### src/rtl/spi_usart_pkg.sv
package spi_usart_pkg;
  localparam logic [2:0] ADDR_MODE = 3'd0;
  localparam logic [2:0] ADDR_CTRL = 3'd1;
  localparam logic [2:0] ADDR_TX   = 3'd2;
  localparam logic [2:0] ADDR_RX   = 3'd3;
  localparam logic [2:0] ADDR_STAT = 3'd4;
  localparam logic [2:0] ADDR_DIV  = 3'd5;

  localparam logic [3:0] MODE_MASTER = 4'hE;
  localparam logic [3:0] MODE_SLAVE  = 4'hF;

  typedef enum logic [1:0] {M_IDLE, M_LEAD, M_BITS, M_TRAIL} mst_state_e;
endpackage

### src/rtl/spi_usart_sync.sv
module spi_usart_sync #(
  parameter int               WIDTH   = 1,
  parameter int               STAGES  = 2,
  parameter logic [WIDTH-1:0] RST_VAL = '0
) (
  input  logic             clk_i,
  input  logic             rst_ni,
  input  logic [WIDTH-1:0] d_i,
  output logic [WIDTH-1:0] q_o
);
  logic [WIDTH-1:0] stg_q [STAGES];

  always_ff @(posedge clk_i or negedge rst_ni) begin
    if (!rst_ni) begin
      for (int i = 0; i < STAGES; i++) stg_q[i] <= RST_VAL;
    end else begin
      stg_q[0] <= d_i;
      for (int i = 1; i < STAGES; i++) stg_q[i] <= stg_q[i-1];
    end
  end

  assign q_o = stg_q[STAGES-1];
endmodule

### src/rtl/spi_usart_master.sv
module spi_usart_master
  import spi_usart_pkg::*;
#(
  parameter int DATA_W = 8,
  parameter int HALF_W = 8
) (
  input  logic              clk_i,
  input  logic              rst_ni,
  input  logic              clear_i,
  input  logic [HALF_W-1:0] half_i,
  input  logic              start_i,
  input  logic [DATA_W-1:0] tx_byte_i,
  input  logic              miso_i,
  output logic              take_o,
  output logic              done_o,
  output logic [DATA_W-1:0] rx_byte_o,
  output logic              sck_o,
  output logic              mosi_o,
  output logic              nss_o
);
  localparam int CW = HALF_W + 1;
  localparam int BW = $clog2(DATA_W);
  localparam logic [CW-1:0] C_ONE = CW'(1);
  localparam logic [BW-1:0] LAST_BIT = BW'(DATA_W - 1);

  mst_state_e        st_q;
  logic [CW-1:0]     hcnt_q;
  logic [BW-1:0]     bit_q;
  logic [DATA_W-1:0] tx_sr_q, rx_sr_q;
  logic [CW-1:0]     half_c, period_c;

  assign half_c   = {1'b0, half_i} - C_ONE;
  assign period_c = {half_i, 1'b0} - C_ONE;

  always_ff @(posedge clk_i or negedge rst_ni) begin
    if (!rst_ni) begin
      st_q    <= M_IDLE;
      hcnt_q  <= '0;
      bit_q   <= '0;
      tx_sr_q <= '0;
      rx_sr_q <= '0;
      sck_o   <= 1'b0;
      nss_o   <= 1'b1;
      take_o  <= 1'b0;
      done_o  <= 1'b0;
    end else begin
      take_o <= 1'b0;
      done_o <= 1'b0;
      if (clear_i) begin
        st_q  <= M_IDLE;
        sck_o <= 1'b0;
        nss_o <= 1'b1;
      end else begin
        unique case (st_q)
          M_IDLE: if (start_i) begin
            tx_sr_q <= tx_byte_i;
            take_o  <= 1'b1;
            nss_o   <= 1'b0;
            bit_q   <= '0;
            hcnt_q  <= period_c;
            st_q    <= M_LEAD;
          end
          M_LEAD: if (hcnt_q == '0) begin
            sck_o   <= 1'b1;
            rx_sr_q <= {rx_sr_q[DATA_W-2:0], miso_i};
            hcnt_q  <= half_c;
            st_q    <= M_BITS;
          end else hcnt_q <= hcnt_q - C_ONE;
          M_BITS: if (hcnt_q == '0) begin
            hcnt_q <= half_c;
            if (sck_o) begin
              sck_o <= 1'b0;
              if (bit_q == LAST_BIT) begin
                done_o <= 1'b1;
                hcnt_q <= period_c;
                st_q   <= M_TRAIL;
              end else begin
                bit_q   <= bit_q + BW'(1);
                tx_sr_q <= {tx_sr_q[DATA_W-2:0], 1'b0};
              end
            end else begin
              sck_o   <= 1'b1;
              rx_sr_q <= {rx_sr_q[DATA_W-2:0], miso_i};
            end
          end else hcnt_q <= hcnt_q - C_ONE;
          M_TRAIL: if (hcnt_q == '0) begin
            nss_o <= 1'b1;
            st_q  <= M_IDLE;
          end else hcnt_q <= hcnt_q - C_ONE;
          default: st_q <= M_IDLE;
        endcase
      end
    end
  end

  assign mosi_o    = tx_sr_q[DATA_W-1];
  assign rx_byte_o = rx_sr_q;
endmodule

### src/rtl/spi_usart_slave.sv
module spi_usart_slave #(
  parameter int DATA_W = 8
) (
  input  logic              clk_i,
  input  logic              rst_ni,
  input  logic              clear_i,
  input  logic              sck_s_i,
  input  logic              nss_s_i,
  input  logic              mosi_s_i,
  input  logic              tx_full_i,
  input  logic [DATA_W-1:0] tx_byte_i,
  output logic              take_o,
  output logic              done_o,
  output logic [DATA_W-1:0] rx_byte_o,
  output logic              miso_o
);
  localparam int BW = $clog2(DATA_W);
  localparam logic [BW-1:0] LAST_BIT = BW'(DATA_W - 1);

  logic              sck_d_q, nss_d_q;
  logic [BW-1:0]     bit_q;
  logic [DATA_W-1:0] tx_sr_q, rx_sr_q;
  logic [DATA_W-1:0] rx_next;

  assign rx_next = {rx_sr_q[DATA_W-2:0], mosi_s_i};

  always_ff @(posedge clk_i or negedge rst_ni) begin
    if (!rst_ni) begin
      sck_d_q   <= 1'b0;
      nss_d_q   <= 1'b1;
      bit_q     <= '0;
      tx_sr_q   <= '1;
      rx_sr_q   <= '0;
      rx_byte_o <= '0;
      take_o    <= 1'b0;
      done_o    <= 1'b0;
    end else begin
      take_o  <= 1'b0;
      done_o  <= 1'b0;
      sck_d_q <= sck_s_i;
      nss_d_q <= nss_s_i;
      if (clear_i) begin
        bit_q   <= '0;
        tx_sr_q <= '1;
      end else if (nss_d_q && !nss_s_i) begin
        tx_sr_q <= tx_full_i ? tx_byte_i : '1;
        take_o  <= tx_full_i;
        bit_q   <= '0;
      end else if (!nss_s_i) begin
        if (sck_s_i && !sck_d_q) begin
          rx_sr_q <= rx_next;
          bit_q   <= bit_q + BW'(1);
          if (bit_q == LAST_BIT) begin
            done_o    <= 1'b1;
            rx_byte_o <= rx_next;
          end
        end else if (!sck_s_i && sck_d_q) begin
          tx_sr_q <= {tx_sr_q[DATA_W-2:0], 1'b1};
        end
      end
    end
  end

  assign miso_o = tx_sr_q[DATA_W-1];
endmodule

### src/rtl/spi_usart_port.sv
module spi_usart_port
  import spi_usart_pkg::*;
#(
  parameter int         DATA_W     = 8,
  parameter int         HALF_W     = 8,
  parameter int         SYNC_STG   = 2,
  parameter int         MIN_HALF   = 2,
  parameter int         RESET_HALF = 4
) (
  input  logic        clk_i,
  input  logic        rst_ni,
  input  logic        wr_en_i,
  input  logic        rd_en_i,
  input  logic [2:0]  addr_i,
  input  logic [7:0]  wdata_i,
  output logic [7:0]  rdata_o,
  output logic        txd_o,
  output logic        txd_oe_o,
  input  logic        rxd_i,
  input  logic        sck_i,
  output logic        sck_o,
  output logic        sck_oe_o,
  output logic        rts_o,
  output logic        rts_oe_o,
  input  logic        cts_i
);
  localparam logic [HALF_W-1:0] HMIN = HALF_W'(MIN_HALF);

  logic [3:0]        mode_q;
  logic [HALF_W-1:0] half_q;
  logic              cfg_seen_q, need_tx_q, need_rx_q;
  logic              tx_full_q, rx_full_q, ovr_q;
  logic [DATA_W-1:0] tx_hold_q, rx_hold_q;

  logic is_master, is_slave, blocked;
  logic wr_mode, wr_ctrl, wr_tx, wr_div, rd_rx;
  logic tx_soft_rst, rx_soft_rst;
  logic mst_clr, slv_clr;
  logic [2:0] sync_q;
  logic sck_s, nss_s, mosi_s;
  logic take_m, take_s, done_m, done_s;
  logic [DATA_W-1:0] rx_m, rx_s;
  logic mosi_m, miso_s, sck_m, nss_m;

  assign is_master   = (mode_q == MODE_MASTER);
  assign is_slave    = (mode_q == MODE_SLAVE);
  assign blocked     = need_tx_q | need_rx_q;
  assign wr_mode     = wr_en_i && addr_i == ADDR_MODE;
  assign wr_ctrl     = wr_en_i && addr_i == ADDR_CTRL;
  assign wr_tx       = wr_en_i && addr_i == ADDR_TX;
  assign wr_div      = wr_en_i && addr_i == ADDR_DIV;
  assign rd_rx       = rd_en_i && addr_i == ADDR_RX;
  assign tx_soft_rst = wr_ctrl && wdata_i[0];
  assign rx_soft_rst = wr_ctrl && wdata_i[1];
  assign mst_clr     = !is_master || blocked || tx_soft_rst || rx_soft_rst;
  assign slv_clr     = !is_slave  || blocked || tx_soft_rst || rx_soft_rst;

  spi_usart_sync #(.WIDTH(3), .STAGES(SYNC_STG), .RST_VAL(3'b010)) u_sync (
    .clk_i (clk_i),
    .rst_ni(rst_ni),
    .d_i   ({rxd_i, cts_i, sck_i}),
    .q_o   (sync_q)
  );
  assign {mosi_s, nss_s, sck_s} = sync_q;

  spi_usart_master #(.DATA_W(DATA_W), .HALF_W(HALF_W)) u_master (
    .clk_i    (clk_i),
    .rst_ni   (rst_ni),
    .clear_i  (mst_clr),
    .half_i   (half_q),
    .start_i  (tx_full_q),
    .tx_byte_i(tx_hold_q),
    .miso_i   (rxd_i),
    .take_o   (take_m),
    .done_o   (done_m),
    .rx_byte_o(rx_m),
    .sck_o    (sck_m),
    .mosi_o   (mosi_m),
    .nss_o    (nss_m)
  );

  spi_usart_slave #(.DATA_W(DATA_W)) u_slave (
    .clk_i    (clk_i),
    .rst_ni   (rst_ni),
    .clear_i  (slv_clr),
    .sck_s_i  (sck_s),
    .nss_s_i  (nss_s),
    .mosi_s_i (mosi_s),
    .tx_full_i(tx_full_q),
    .tx_byte_i(tx_hold_q),
    .take_o   (take_s),
    .done_o   (done_s),
    .rx_byte_o(rx_s),
    .miso_o   (miso_s)
  );

  always_ff @(posedge clk_i or negedge rst_ni) begin
    if (!rst_ni) begin
      mode_q     <= '0;
      half_q     <= HALF_W'(RESET_HALF);
      cfg_seen_q <= 1'b0;
      need_tx_q  <= 1'b0;
      need_rx_q  <= 1'b0;
      tx_full_q  <= 1'b0;
      rx_full_q  <= 1'b0;
      ovr_q      <= 1'b0;
      tx_hold_q  <= '0;
      rx_hold_q  <= '0;
    end else begin
      if (wr_mode) begin
        mode_q     <= wdata_i[3:0];
        cfg_seen_q <= 1'b1;
        if (cfg_seen_q && wdata_i[3:0] != mode_q) begin
          need_tx_q <= 1'b1;
          need_rx_q <= 1'b1;
        end
      end
      if (wr_div) half_q <= (wdata_i < HMIN) ? HMIN : wdata_i;
      // transmit path
      if (take_m || take_s) tx_full_q <= 1'b0;
      if (wr_tx) begin
        tx_hold_q <= wdata_i[DATA_W-1:0];
        tx_full_q <= 1'b1;
      end
      if (tx_soft_rst) begin
        tx_full_q <= 1'b0;
        need_tx_q <= 1'b0;
      end
      // receive path
      if (rd_rx) rx_full_q <= 1'b0;
      if (done_m || done_s) begin
        rx_hold_q <= done_m ? rx_m : rx_s;
        rx_full_q <= 1'b1;
        if (rx_full_q && !rd_rx) ovr_q <= 1'b1;
      end
      if (rx_soft_rst) begin
        rx_full_q <= 1'b0;
        ovr_q     <= 1'b0;
        need_rx_q <= 1'b0;
      end
    end
  end

  always_comb begin
    unique case (addr_i)
      ADDR_MODE: rdata_o = {4'b0, mode_q};
      ADDR_RX:   rdata_o = rx_hold_q;
      ADDR_STAT: rdata_o = {4'b0, blocked, ovr_q, rx_full_q, !tx_full_q};
      ADDR_DIV:  rdata_o = half_q;
      default:   rdata_o = '0;
    endcase
  end

  assign txd_o    = is_master ? mosi_m : miso_s;
  assign txd_oe_o = is_master || (is_slave && !nss_s);
  assign sck_o    = sck_m;
  assign sck_oe_o = is_master;
  assign rts_o    = is_master ? nss_m : 1'b1;
  assign rts_oe_o = is_master;
endmodule

### config.mk
export PLATFORM = sky130hd
export DESIGN_NAME = spi_usart_port
export DESIGN_NICKNAME = d
export VERILOG_FILES = /design/src/rtl/spi_usart_pkg.sv /design/src/rtl/spi_usart_sync.sv /design/src/rtl/spi_usart_master.sv /design/src/rtl/spi_usart_slave.sv /design/src/rtl/spi_usart_port.sv
export SDC_FILE = /design/constraint.sdc
export NUM_CORES = 1
export LEC_CHECK = 0
export ABC_CLOCK_PERIOD_IN_PS = 3200
export CORE_AREA = 2 2 163 101
export CTS_CLUSTER_SIZE = 8
export DETAILED_ROUTE_END_ITERATION = 16
export DIE_AREA = 0 0 165 103
export MAX_ROUTING_LAYER = met4
export PLACE_DENSITY = 0.51
export SLEW_MARGIN = 20
export SYNTH_ARGS = -nofsm -noshare
export SYNTH_HDL_FRONTEND = slang
export SYNTH_SLANG_ARGS = --single-unit
### constraint.sdc
create_clock -name clk_i -period 3.2 [get_ports clk_i]
set_input_delay 0.64 -clock clk_i [delete_from_list [all_inputs] [get_ports clk_i]]
set_output_delay 0.64 -clock clk_i [all_outputs]
set_load 0.02 [all_outputs]
==> results of run 1 <==
[power breakdown]
group          leakage [nW]  switching [mW]  internal [mW]  total [mW]
registers              1.34           0.207           1.48        1.69
logic                  1.20           0.570          0.429       0.999
clock network         0.132           0.494          0.537        1.03
[Yosys cell counts, drive strengths merged, types with 7 or more instances]
library cell	count	area share [%]
dfrtp	91	43
nor2	21	2.1
clkbuf	19	1.3
a22oi	10	1.4
mux2i	18	3.4
dfstp	13	6.4
o21ai	44	4.2
xnor2	9	1.5
ha	10	2.3
nand3b	8	1.1
nand2	53	3.8
a21oi	21	2.0
inv	16	1.1
o211ai	9	1.5
nand3	7	0.66
mux2	42	8.9
and2	7	0.82
nor2b	9	1.1
nor3	8	0.94
[final cells by class]
class	instances	share of cell area (%)
clock buffers	11	3.73
clock inverters	5	0.661
inverters	16	0.962
multi-input cells	351	40.8
flip-flops and latches	104	41.9
well taps	209	4.19
repair buffers	51	7.74
[kinds of logic after synthesis]
logic type	share of synthesized area, %
AND/OR/NAND/NOR	16.0
XOR/XNOR	2.30
adder cells (fa/ha/maj)	2.35
flip-flops	49.1
AO/OA/AOI/OAI	14.7
multiplexers	12.2
buffers and inverters	3.31
[how the worst max path moves through the flow]
| stage | startpoint | slack [ps] | to |
|---|---|---|---|
| 6_report | addr_i[2] | 120 | rdata_o[3] |
| 5_1_grt | addr_i[2] | 7 | rdata_o[1] |
| 4_1_cts | addr_i[2] | 120 | rdata_o[3] |
| 3_5_place_dp | addr_i[2] | 120 | rdata_o[1] |
| 3_3_place_gp | addr_i[2] | 130 | rdata_o[3] |
| 2_1_floorplan | addr_i[0] | 730 | rdata_o[0] |
[stage by stage]
step                      std cells  total power [mW]  instance area (sq um)  util, %  hold WS (ps)
after floorplan                 496              2.41                   5340        -           331
after global placement          731              2.70                   5970     38.0           339
after CTS                       747              3.75                   6240     39.7           324
after detailed placement        731              2.69                   5970     38.0           338
after global routing            747              3.95                   6240     39.7           338
final                           747              3.72                   6240     39.7           298
[flip-flops by register name (all words and copies together), names as in the netlist, 2 cells and up]
register,cells
u_master.hcnt_q,9
half_q,8
rx_hold_q,8
tx_hold_q,8
u_master.rx_byte_o,8
u_master.tx_sr_q,8
u_slave.rx_byte_o,8
u_slave.tx_sr_q,8
u_slave.rx_sr_q,7
mode_q,4
u_master.bit_q,3
u_slave.bit_q,3
u_sync.q_o,3
u_sync.stg_q,3
u_master.st_q,2
[routing by layer]
| layer | track usage, % | up-vias |
|---|---|---|
| met4 | 4.01 | 0 |
| li1 | - | 1869 |
| met5 | - | - |
| met3 | 4.14 | 16 |
| met2 | 20.7 | 92 |
| met1 | 25.7 | 1929 |
==> flow_metrics.tcl, run 1 <==
set metrics [dict create \
    status "finished, final reports clean" \
    hpwl_microns 9550 \
    hold_buffers 0 \
    grt_max_degree 61 \
    start_util_pct 33.9 \
    htreeDepth 3 \
    crit_buf_inv 3 \
    port-buffer-count 31 \
    cp-end-kind "output pin" \
    final_common_cell "dfrtp_1" \
    die_w_microns 165 \
    critPathLaunchType "input pin" \
    top_layer "met4" \
    cts_tree "done" \
    r2r_cells 7 \
    worstPathArrival_ps 2440 \
    r2r-end "u_master.rx_byte_o[6]" \
    grt_pass1_vias 3815 \
    final_antenna_net_count 0 \
    rsz0062_at_grt "no" \
    crit_type "in2out" \
    fin_crit_ps 3080 \
    slowest_delay_ps 600 \
    placementRows 36 \
    tns_ps 0 \
    nNetsFinal 561 \
    firstDrtPassIters 5 \
    tightest_slew_ps 1040 \
    n_antenna_cell 0 \
    area_growth_pct 17.0 \
    min_path_type "in2async" \
    cp.depth 6 \
    syn_avg_cell_area_sq_um 10.8 \
    clock_latency_ps 340 \
    setup_viol 0 \
    routed-wl-met2_microns 4910 \
    layout_common_cells "91 x dfrtp_1, 51 x nand2_1, 30 x clkdlybuf4s50_1" \
    crit_chain "clkdlybuf4s50_1 > buf_4 > a211o_1 > a21oi_1 > a21o_1 > clkdlybuf4s50_1" \
    wire_per_inst_microns 17.2 \
    cts_root_buffer "clkbuf_16" \
    path_clk_slew_ps 60 \
    syn_area_sq_mm 0.00534 \
    slowest_stage "clkdlybuf4s50_1" \
    ir_drop_mv 0.259 \
    hold_viol_final 0 \
    maxCapViolations 0 \
    slew_viol_final 0 \
    fin_skew_ps 9.12 \
    yosysWarnings 0 \
    ys_dominant_reg_cell "dfrtp_1" \
    cts.sinks 104 \
    powerDensity_mw_per_mm2 595 \
    place_ws_ps 120 \
    synth_edf_count 0 \
    crit_path_max_fanout 7 \
    cts_buffers 9 \
    grt_pass1_wl_microns 20700 \
    yosysUniqueCellTypes 72 \
    required_ps 2560 \
    drive_gt1_share_pct 15.6 \
    critical_path.most_common_cell "clkdlybuf4s50_1" \
    path_delay_family "buffers and inverters" \
    drcViolationCount 0 \
    regArea_sq_mm 0.00262 \
    async_reset_ff_share_pct 100 \
    post-route-period-util_pct 96.2 \
    synth-seq-cells 104 \
    fillerInstances 1543 \
    vias_per_cell 5.23 \
    drt-total-wl_microns 12800 \
    drt_iter0_drc 272 \
    multi_input_area_sq_mm 0.00255 \
    antenna_found_initial 0 \
    worstReg2RegStart "u_master.hcnt_q[0]" \
    grt_use_total_pct 16.5 \
    setup_slack_ps 121 \
    regToRegSetupSlack_ps 750 \
    route.met3.wl_microns 606 \
    wl_met1_microns 7140 \
    grt_overflow 0 \
    max_slew_margin_pct 30.2 \
    core_sq_mm 0.0157 \
    clock.fmax_mhz 325 \
    gp_congestion 0.908 \
    seq_area_frac_synth_pct 49.1 \
    syn_inst 496 \
    cts_resized 0 \
    die-area_sq_mm 0.0170 \
    cts_buffer_depth 2 \
    synth_fp_nets 524 \
    cts_setup_buffers 0 \
    total_leakage_power_nw 2.67 \
    via_count 3906 \
    boundaryPins 32 \
    die_y_microns 103 \
]
No activity file was read; power rests on OpenSTA's default activity.
==> run 2, diff against run 1 <==
ABC_AREA = 1   (was unset)
CTS_BUF_LIST = sky130_fd_sc_hd__clkbuf_4 sky130_fd_sc_hd__clkbuf_8 sky130_fd_sc_hd__clkbuf_16   (was unset)
==> run 2 against run 1 <==
Compared with the run above: combinational power fell by 40%; fmax fell by 1.5%; global-route usage rose by 1.4 points; routed wire length rose by 5.8%; power fell by 10%; hold slack got worse by 52 ps; critical path depth fell by 1; clock power rose by 20%; largest power group unchanged.
==> flow_metrics.tcl, run 2 <==
set metrics [dict create \
    final_cell_count_no_fill 906 \
    die_y_microns 103 \
    vias_per_cell 4.88 \
    synthSimpleGateAreaFrac_pct 27.6 \
    drt-total-wl_microns 13600 \
    core_sq_mm 0.0157 \
    cts_setup_buffers 0 \
    synth_top_cell_area_share_pct 42.4 \
    min_path_type "in2async" \
    largest_reg_flops 9 \
    grt_overflow 0 \
    clock_latency_ps 350 \
    met3_usage_pct 3.58 \
    cp-end-kind "output pin" \
    status "finished, final reports clean" \
    worstReg2RegStart "u_master.st_q[0]" \
    htreeDepth 3 \
    use_met2_pct 24.9 \
    dp.cells 890 \
    whs_ps 247 \
    grt_busiest_layer "met1" \
    slowest_stage "clkdlybuf4s50_1" \
    yosys.cell_count.top_type "nand2_1" \
    total_power_mw 3.34 \
    hold_viol_final 0 \
    final_util_pct 40.0 \
    seq_area_frac_synth_pct 48.8 \
    fin_skew_ps 9.85 \
    fin_crit_ps 3120 \
    die_w_microns 165 \
    placementRows 36 \
    critPathLaunchType "input pin" \
    largest_register "u_master.hcnt_q" \
    drive_gt1_share_pct 9.76 \
    path_clk_slew_ps 70 \
    design_area_sq_mm 0.00628 \
    async_reset_ff_share_pct 100 \
    cts.sinks 104 \
    rsz0062_at_grt "no" \
    area_growth_pct 17.1 \
    grt_max_degree 74 \
    synth_fa_ha_area_share_pct 2.33 \
    antenna_found_initial 0 \
    placed_cell_area_sq_mm 0.00594 \
    place_ws_ps 101 \
    cts_resized 0 \
    total_leakage_power_nw 2.99 \
    final_common_cell "nand2_1" \
    crit_path_max_fanout 5 \
    slowest_delay_ps 630 \
    syn_avg_cell_area_sq_um 8.22 \
    maxCapViolations 0 \
    firstDrtPassIters 4 \
    gp_congestion 0.829 \
    nNetsFinal 720 \
    grtUsageMet1_pct 26.7 \
    via_count 4422 \
    slew_viol_final 0 \
    cts_root_buffer "clkbuf_16" \
    hpwl_microns 10100 \
    wire_per_inst_microns 15.0 \
    post-route-period-util_pct 97.6 \
    drcViolationCount 0 \
    fillerInstances 1595 \
    crit_type "in2out" \
    synth_fp_nets 681 \
    synth_mux_area_share_pct 0 \
    grt_use_total_pct 17.9 \
    syn_area_sq_mm 0.00537 \
    cts_buffers 9 \
    setup_viol 0 \
    setup_slack_ps 75.4 \
    die-area_sq_mm 0.0170 \
    layout_common_cells "185 x nand2_1, 91 x dfrtp_1, 76 x inv_1" \
    port-buffer-count 31 \
    ys_dominant_reg_cell "dfrtp_1" \
    worstPathArrival_ps 2480 \
    synth_common_cells "185 x nand2_1, 91 x dfrtp_1, 76 x inv_1, 57 x nand3_1, 52 x nor2_1" \
    grt_pass1_vias 4361 \
    clock.fmax_mhz 320 \
    start_util_pct 34.1 \
    tightest_slew_ps 707 \
    required_ps 2560 \
    ir_drop_mv 0.232 \
    crit_chain "clkdlybuf4s50_1 > nand3_1 > buf_4 > o22ai_1 > clkdlybuf4s50_1" \
    powerDensity_mw_per_mm2 531 \
    tns_ps 0 \
    synth-seq-cells 104 \
    n_antenna_cell 0 \
    hold_buffers 0 \
    crit_path_start "addr_i[1]" \
    synth_edf_count 0 \
    synth_area_leaders "dfrtp_1 42%, nand2_1 13%, dfstp_2 6.4%" \
    boundaryPins 32 \
    final_antenna_net_count 0 \
    drt_iter0_drc 283 \
    synth_top_family_by_area "simple AND/OR/NAND/NOR gates" \
    synth_compound_gate_area_share_pct 12.4 \
    grt_pass1_wl_microns 22600 \
    yosysWarnings 0 \
    synth_top_area_cell "dfrtp_1" \
    syn_inst 653 \
    critical_path.most_common_cell "clkdlybuf4s50_1" \
    synth_xor_area_share_pct 1.63 \
    cts_tree "done" \
    max_slew_margin_pct 52.7 \
    cts_buffer_depth 2 \
    yosysUniqueCellTypes 45 \
]
-- run 2: cell types whose count changed after synthesis, sizes merged, moves of 7 or more --
| cell | previous run | this run |
|---|---|---|
| inv | 16 | 79 |
| a22oi | 10 | 1 |
| nand4 | 0 | 8 |
| clkbuf | 19 | 4 |
| and2 | 7 | 0 |
| nand3b | 8 | 1 |
| nor2b | 9 | 0 |
| nand3 | 7 | 64 |
| nor2 | 21 | 58 |
| o21ai | 44 | 61 |
| mux2i | 18 | 0 |
| nand2 | 53 | 189 |
| mux2 | 42 | 0 |
-- run 2: worst paths after layout --
check,endpoint,slack [ps],cells after the start
worst max-delay path,rdata_o[4],80,5
worst min-delay path,u_master.st_q[1],250,1
worst max register to register,u_master.tx_sr_q[4],840,9
worst min register to register,u_sync.q_o[0],340,0
max in group asynchronous,u_master.nss_o,2180,2
min in group clk_i,u_sync.q_o[0],340,0
-- run 2: logic make-up after synthesis --
group	count (synthesis)
flip-flops	104
XOR/XNOR	10
buffers and inverters	93
adder cells (fa/ha/maj)	10
AO/OA/AOI/OAI	110
AND/OR/NAND/NOR	326
-- run 2: worst max-delay path, delay by kind of cell --
family	cells	cell delay [ps]
AOI/OAI and AO/OA	1	180
buffers and inverters	3	1450
and+or+nand+nor	1	210
-- run 2: cell type report --
type                            instances  area, sq um  share of cell area [%]
Clock buffer                           12          260                    4.14
Clock inverter                          4         77.6                    1.23
Inverter                               80          305                    4.86
Multi-Input combinational cell        456         2360                    37.5
Sequential cell                       104         2620                    41.7
Tap cell                              209          262                    4.16
Timing Repair Buffer                   41          403                    6.41
-- run 2: report_power, final --
part | total [mW] | switching, mW | internal, mW
clock | 1.24 | 0.501 | 0.741
combinational | 0.598 | 0.392 | 0.206
sequential | 1.50 | 0.0896 | 1.41
total | 3.34 | 0.983 | 2.35
-- run 2: metal layers --
| metal | part of all wire, % | up-vias |
|---|---|---|
| li1 | - | 2211 |
| met1 | 55 | 2134 |
| met2 | 41 | 69 |
| met3 | 3.4 | 8 |
| met4 | 0.91 | 0 |
| met5 | 0 | - |
==> run 3, diff against run 2 <==
CORE_AREA = 2 2 127 129   (was 2 2 163 101)
DIE_AREA = 0 0 129 131   (was 0 0 165 103)
RECOVER_POWER = 100   (was unset)
==> run 3 against run 2 <==
Compared with the run above: the run now ends with max-capacitance violations, max-slew violations left; sequential power is essentially flat; clock-buffer cell count shrank 3; flip-flop and latch count did not move; critical path type unchanged; critical endpoint is now rdata_o[0]; largest cell class unchanged.
==> flow_metrics.tcl, run 3 (synthesis gave the netlist of run 2 again) <==
set metrics [dict create \
    boundaryPins 32 \
    area_growth_pct 14.3 \
    nNetsFinal 720 \
    path_clk_slew_ps 70 \
    max_slew_margin_pct -73.1 \
    grt_max_degree 47 \
    hpwl_microns 9900 \
    antenna_found_initial 0 \
    violations "max-capacitance violations, max-slew violations" \
    post-route-period-util_pct 97.2 \
    die-area_sq_mm 0.0169 \
    largest_reg_flops 9 \
    fin_skew_ps 7.69 \
    setup_slack_ps 90.4 \
    clock_latency_ps 350 \
    wire_per_inst_microns 14.4 \
    setup_viol 0 \
    crit_path_start "addr_i[0]" \
    cts_root_buffer "clkbuf_16" \
    core_sq_mm 0.0156 \
    total_leakage_power_nw 2.87 \
    worstPathArrival_ps 2470 \
    layout_common_cells "186 x nand2_1, 91 x dfrtp_1, 77 x inv_1" \
    die_y_microns 131 \
    crit_buf_inv 2 \
    vias_per_cell 4.79 \
    final_common_cell "nand2_1" \
    largest_register "u_master.hcnt_q" \
    worstReg2RegStart "mode_q[1]" \
    slowest_delay_ps 610 \
    crit_path_max_fanout 4 \
    htreeDepth 3 \
    drive_gt1_share_pct 8.18 \
    tightest_slew_ps 2600 \
    min_path_type "reg2reg" \
    start_util_pct 34.4 \
    cts.sinks 104 \
    slowest_stage "clkdlybuf4s50_1" \
    cts_buffers 9 \
    hold_buffers 0 \
    rsz0062_at_grt "no" \
    grt_pass1_vias 4403 \
    required_ps 2560 \
    crit_chain "dlygate4sd3_1 > nor2_1 > nand2_1 > o22ai_1 > a311o_1 > clkdlybuf4s50_1" \
    placementRows 46 \
    grt_overflow 0 \
    die_w_microns 129 \
    critPathLaunchType "input pin" \
    ir_drop_mv 0.287 \
    fin_crit_ps 3110 \
    tns_ps 0 \
    slew_viol_final 47 \
    crit_type "in2out" \
    maxCapViolations 1 \
    cts_setup_buffers 0 \
    final_antenna_net_count 0 \
    firstDrtPassIters 4 \
    via_count 4375 \
    clock.fmax_mhz 322 \
    drt_iter0_drc 231 \
    whs_ps 356 \
    path_delay_family "buffers and inverters" \
    powerDensity_mw_per_mm2 510 \
    cts_buffer_depth 2 \
    drcViolationCount 0 \
    gp_congestion 0.909 \
    cp-end-kind "output pin" \
    place_ws_ps 129 \
    cts_tree "done" \
    status "finished with violations" \
    grt_use_total_pct 17.6 \
    hold_start "u_sync.stg_q[5]" \
    drt-total-wl_microns 13100 \
    grt_pass1_wl_microns 22500 \
    n_antenna_cell 0 \
    hold_viol_final 0 \
    cts_resized 0 \
    port-buffer-count 31 \
]
## run 3: metrics by stage
stage	util, %	instances	instance area (sq um)	total power, mW
finish	39.3	913	6130	3.13
global route	39.3	913	6130	3.31
CTS	39.8	913	6210	3.18
detailed placement	38.0	897	5930	2.11
global placement	38.0	897	5930	2.10
floorplan	-	653	5370	1.90
## run 3: metal layers
layer	track usage (%)	up-vias	routed length (microns)
li1	-	2211	-
met1	24.1	2087	6590
met2	26.6	64	5970
met3	2.16	13	343
met4	7.10	0	225
met5	-	-	0
## run 3: final timing paths
path,endpoint,slack [ps],cells after the start
min,u_sync.q_o[2],360,0
min reg2reg,u_sync.q_o[2],360,0
max in group asynchronous,half_q[2],620,2
max,rdata_o[0],90,6
max reg2reg,u_master.hcnt_q[2],490,9
min in group asynchronous,u_master.st_q[0],1100,1
## run 3: area by class of cell
type                    instances  area [sq um]
fillers                      1620          9460
well taps                     216           270
clock buffers                   9           225
clock inverters                 7          56.3
flip-flops and latches        104          2620
multi-input cells             456          2280
inverters                      80           305
repair buffers                 41           377
## run 3: report_power, final
group | total (mW) | internal (mW) | switching [mW]
clock network | 1.06 | 0.536 | 0.520
logic | 0.575 | 0.199 | 0.375
registers | 1.50 | 1.41 | 0.0886
total | 3.13 | 2.14 | 0.985
